<file path="config.mk">
export PLATFORM = sky130hd
export DESIGN_NAME = psign_unit
export DESIGN_NICKNAME = d
export VERILOG_FILES = /design/src/rtl/psign_pkg.sv /design/src/rtl/psign_elem.sv /design/src/rtl/psign_lanes.sv /design/src/rtl/psign_len_mask.sv /design/src/rtl/psign_unit.sv
export SDC_FILE = /design/constraint.sdc
export NUM_CORES = 2
export LEC_CHECK = 0
export ABC_AREA = 1
export ABC_CLOCK_PERIOD_IN_PS = 2100
export BUFFER_PORTS_ARGS = -buffer_cell sky130_fd_sc_hd__buf_2
export CAP_MARGIN = 20
export CORE_AREA = 2 2 398 400
export CTS_CLUSTER_SIZE = 24
export DETAILED_ROUTE_END_ITERATION = 7
export DIE_AREA = 0 0 400 402
export PLACE_DENSITY = 0.48
export REMOVE_ABC_BUFFERS = 1
export SKIP_LAST_GASP = 1
export SYNTH_ARGS = -nofsm -noshare
export SYNTH_HDL_FRONTEND = slang
export SYNTH_SLANG_ARGS = --single-unit
</file>
<file path="constraint.sdc">
create_clock -name clk -period 2.1 [get_ports clk]
set_input_delay 0.21 -clock clk [delete_from_list [all_inputs] [get_ports clk]]
set_output_delay 0.21 -clock clk [all_outputs]
set_load 0.02 [all_outputs]
</file>
<file path="src/rtl/psign_pkg.sv">
package psign_pkg;

    localparam int unsigned VEC_W = 256;

    typedef enum logic [1:0] {
        LW_8  = 2'b00,
        LW_16 = 2'b01,
        LW_32 = 2'b10,
        LW_RSV = 2'b11
    } lane_w_e;

    typedef enum logic [1:0] {
        VL_64  = 2'b00,
        VL_128 = 2'b01,
        VL_256 = 2'b10,
        VL_RSV = 2'b11
    } vlen_e;

    typedef enum logic [1:0] {
        ACT_KEEP = 2'b00,
        ACT_ZERO = 2'b01,
        ACT_NEG  = 2'b10
    } sign_act_e;

    typedef struct packed {
        logic             ok;
        logic             hold;
        logic [VEC_W-1:0] value;
    } stage_t;

    function automatic sign_act_e classify(input logic msb, input logic is_zero);
        if (msb)          return ACT_NEG;
        else if (is_zero) return ACT_ZERO;
        else              return ACT_KEEP;
    endfunction

    function automatic logic [9:0] active_bits(input logic [1:0] code);
        case (code)
            VL_64:   return 10'd64;
            VL_128:  return 10'd128;
            VL_256:  return 10'd256;
            default: return 10'd0;
        endcase
    endfunction

endpackage

</file>
<file path="src/rtl/psign_elem.sv">
module psign_elem
    import psign_pkg::*;
#(
    parameter int unsigned EW = 8
) (
    input  logic [EW-1:0] d,
    input  logic [EW-1:0] c,
    output logic [EW-1:0] y
);
    sign_act_e act;

    always_comb begin
        act = classify(c[EW-1], (c == '0));
        case (act)
            ACT_NEG:  y = '0 - d;
            ACT_ZERO: y = '0;
            default:  y = d;
        endcase
    end
endmodule

</file>
<file path="src/rtl/psign_lanes.sv">
module psign_lanes #(
    parameter int unsigned VW = 256,
    parameter int unsigned EW = 8
) (
    input  logic [VW-1:0] a,
    input  logic [VW-1:0] b,
    output logic [VW-1:0] y
);
    localparam int unsigned NLANE = VW / EW;

    for (genvar i = 0; i < NLANE; i++) begin : g_lane
        psign_elem #(.EW(EW)) u_elem (
            .d (a[i*EW +: EW]),
            .c (b[i*EW +: EW]),
            .y (y[i*EW +: EW])
        );
    end
endmodule

</file>
<file path="src/rtl/psign_len_mask.sv">
module psign_len_mask
    import psign_pkg::*;
#(
    parameter int unsigned VW = 256
) (
    input  logic [1:0]    vlen,
    output logic [VW-1:0] mask
);
    logic [9:0] act;

    assign act = active_bits(vlen);

    for (genvar i = 0; i < VW; i++) begin : g_bit
        assign mask[i] = (10'(i) < act);
    end
endmodule

</file>
<file path="src/rtl/psign_unit.sv">
module psign_unit
    import psign_pkg::*;
(
    input  logic                 clk,
    input  logic                 rst,
    input  logic                 valid_in,
    input  logic [1:0]           lane_w,
    input  logic [1:0]           vlen,
    input  logic                 legacy,
    input  logic [VEC_W-1:0]     src_a,
    input  logic [VEC_W-1:0]     src_b,
    input  logic [VEC_W-1:0]     old_dst,
    output logic                 valid_out,
    output logic [VEC_W-1:0]     result,
    output logic                 err
);
    localparam int unsigned NW = 3;

    logic [VEC_W-1:0] by_w [NW];
    logic [VEC_W-1:0] lanes_sel;
    logic [VEC_W-1:0] mask;
    stage_t           nxt;

    for (genvar g = 0; g < NW; g++) begin : g_width
        psign_lanes #(.VW(VEC_W), .EW(8 << g)) u_lanes (
            .a (src_a),
            .b (src_b),
            .y (by_w[g])
        );
    end

    psign_len_mask #(.VW(VEC_W)) u_mask (
        .vlen (vlen),
        .mask (mask)
    );

    always_comb begin
        case (lane_w)
            LW_8:    lanes_sel = by_w[0];
            LW_16:   lanes_sel = by_w[1];
            default: lanes_sel = by_w[2];
        endcase

        nxt.ok    = 1'b1;
        nxt.hold  = 1'b0;
        nxt.value = (lanes_sel & mask) | (legacy ? (old_dst & ~mask) : '0);

        if (lane_w == LW_RSV || vlen == VL_RSV) begin
            nxt.ok    = 1'b0;
            nxt.value = '0;
        end else if (legacy && vlen == VL_256) begin
            nxt.ok   = 1'b0;
            nxt.hold = 1'b1;
        end
    end

    always_ff @(posedge clk) begin
        if (rst) begin
            valid_out <= 1'b0;
            err       <= 1'b0;
            result    <= '0;
        end else begin
            valid_out <= valid_in;
            if (valid_in) begin
                err <= ~nxt.ok;
                if (!nxt.hold) result <= nxt.value;
            end
        end
    end
endmodule

</file>
==> reports/results.ini <==
[grt]
grt_usage_pct=24.0
antenna_found_initial=59
grt_overflow_total=0
grt_pass1_vias=46600
grt_max_degree=79
grt_pass1_wl_um=295000

[cts]
cts_num_sinks=258
cts_buffers=41
clock_path_buffers=3
postCtsSetupBuffers=0
root_buffer=clkbuf_16
h-tree-depth=2
path_clk_slew_ns=0.06
tritoncts=built
clk_latency_ns=0.62

[yosys]
ys_seq_area_share_pct=15.9
synth_cell_types=48
avgSynthCellArea_sq_um=5.17
synth_area_leaders=nand2_1 (27%), dfxtp_1 (16%), nand3_1 (11%)
synthesis.instances=6290
synthArstFlopShare_pct=0
synth_area_sq_um=32500
synth_commonest_cells=nand2_1 (2370), nand3_1 (711), nor2_1 (690), inv_1 (450), a21oi_1 (430)
synth_flop_cell=dfxtp_1
synth_top_area_share_pct=27.4
yosys_warnings=0
yosysTopAreaCell=nand2_1
yosysMostFrequentCell=nand2_1
synth_edf_count=0
synth-seq-cells=258

[critical_path]
start_kind=primary input
path_class=in2reg
cp_max_fo=5
worstPathArrival_ns=2.50
end_kind=flip-flop
cp.required_ns=2.61

[pwr]
total_power_mw=20.7
peakVddDrop_uv=545
p_per_area_nw_per_um2=433
leakagePower_nw=23.6

[timing]
final-hold-violation-count=0
rsz0062_at_grt=no
finalSetupViolations=0
slew_headroom_pct=33.0
drv_slew=0
fmax_mhz=503
skew_ns=0
min_period_ns=1.99
fin_crit_sh_pct=94.7
worst_pin_slew_ns=1.00

[placement]
placed_cells=9634
gp_congestion=0.977
dp_hpwl_um=161000
io_buffer_count=1033

[floorplanning]
start_util_pct=20.7
ios=1034
core_area_sq_um=157000
dieArea_sq_um=161000
num_rows=146
die_h_um=402
die_w_um=400

[final_layout]
drive_above_1_share_pct=22.8
syn2layout_area_growth_pct=47.3
nets=8667
fin_cells=9989

[detailed_routing]
drtIter0Drc=4442
wirelength_um=203000
vias=49000
drc=0
avgViaCountPerCell=4.90
wl_per_cell_um=20.3
ant_nets=0
dr.pass1.iters=6

[run]
drv_cap=0

[hold_path]
hp-class=in2reg

[run_status]
status=complete, no violations

[per-stage QoR]
stage / setup slack [ns] / hold WS (ns) / util (%) / cell area, sq um / TNS [ns]
3_5_place_dp: -0.774 / 0.453 / 27.9 / 43900 / -9.81
5_1_grt: 0.00103 / 0.0495 / 30.4 / 47800 / 0
4_1_cts: 0.117 / 0.00297 / 30.4 / 47800 / 0
3_3_place_gp: -0.948 / 0.449 / 27.9 / 43900 / -9.00
6_report: 0.111 / 0.0279 / 30.5 / 47900 / 0
2_1_floorplan: -4.15 / 0.272 / - / 31000 / -794.20
[logic make-up after synthesis]
kind of cell / Yosys count / share of synthesized area (%)
XOR/XNOR: 81 / 2.18
adder cells (fa/ha/maj): 35 / 1.35
buffers and inverters: 789 / 10.1
AND/OR/NAND/NOR: 4012 / 51.4
flip-flops: 258 / 15.9
AO/OA/AOI/OAI: 1115 / 19.1
[sequential cells by signal (all words and copies together), names as in the netlist]
signal     flops
err            1
result       256
valid_out      1
[cell type report]
cell class                      instances  area (sq um)
Fill cell                           17900        109000
Multi-Input combinational cell       5243         24100
Timing Repair Buffer                 1834         12700
Sequential cell                       258          5160
Tap cell                             2072          2590
Inverter                              478          1810
Clock buffer                           55          1180
Clock inverter                         17           214
Antenna cell                           32          80.1
[critical path, cell delays in order]
cell	delay (ns)
buf_2	0.11
inv_1	0.07
ha_1	0.20
nand3_1	0.16
nor2_4	0.23
nand2_2	0.18
nor2_4	0.18
nand2_1	0.09
nand2_1	0.07
nand2_1	0.08
nand2_1	0.06
nand2_1	0.05
nand3_1	0.07
nand2_1	0.05
nand2_1	0.05
a21oi_1	0.05
dlygate4sd3_1	0.57
[where the power goes]
| part | internal (mW) | leakage, nW | total [mW] | switching [mW] |
|---|---|---|---|---|
| clock | 4.32 | 0.668 | 7.39 | 3.07 |
| combinational | 3.06 | 20.8 | 8.05 | 4.99 |
| sequential | 5.13 | 2.10 | 5.27 | 0.141 |
| total | 12.5 | 23.6 | 20.7 | 8.20 |
[placed cells by master, fill, tap and decap left out, types with 24 or more instances in the layout]
| cell type | netlist | routed |
|---|---|---|
| nor2_2 | 51 | 51 |
| nand4_1 | 74 | 74 |
| dlygate4sd3_1 | 0 | 251 |
| nor2_4 | 22 | 24 |
| buf_2 | 68 | 1030 |
| a31oi_1 | 58 | 58 |
| clkbuf_16 | 0 | 41 |
| buf_12 | 0 | 69 |
| o211ai_1 | 170 | 170 |
| diode_2 | 0 | 32 |
| o21ai_0 | 390 | 390 |
| ha_1 | 35 | 33 |
| nand2_1 | 2370 | 2370 |
| o21ai_1 | 27 | 27 |
| xor2_1 | 73 | 73 |
| inv_1 | 450 | 445 |
| buf_4 | 28 | 482 |
| nor2_1 | 690 | 688 |
| nor3_1 | 44 | 44 |
| nand3_1 | 711 | 711 |
| a21oi_1 | 430 | 430 |
| dfxtp_1 | 258 | 258 |
[worst paths after layout]
path	start	to	slack [ns]	cells after the start
max	src_a[129]	result[154]	0.11	17
min	old_dst[204]	result[204]	0.03	5
max reg2reg	result[137]	result[137]	0.86	3
min reg2reg	result[194]	result[194]	0.46	2
[metal layers]
metal | global-route usage (%) | routed length (um) | part of all wire [%]
met1 | 30.6 | 87300 | 43
met2 | 40.5 | 94400 | 46
met3 | 4.05 | 14000 | 6.9
met4 | 8.16 | 7200 | 3.5
met5 | 0 | 207 | 0.10
[what timing repair did]
| item | CTS | global route |
|---|---|---|
| endpoints found under the hold margin | 234 | 0 |
| gates resized for setup | 1 | 5 |
| endpoints found under the setup margin | 1 | 11 |
| hold buffers | 251 | 0 |
| pin swaps | 0 | 1 |
(Power assumes the default switching activity.)
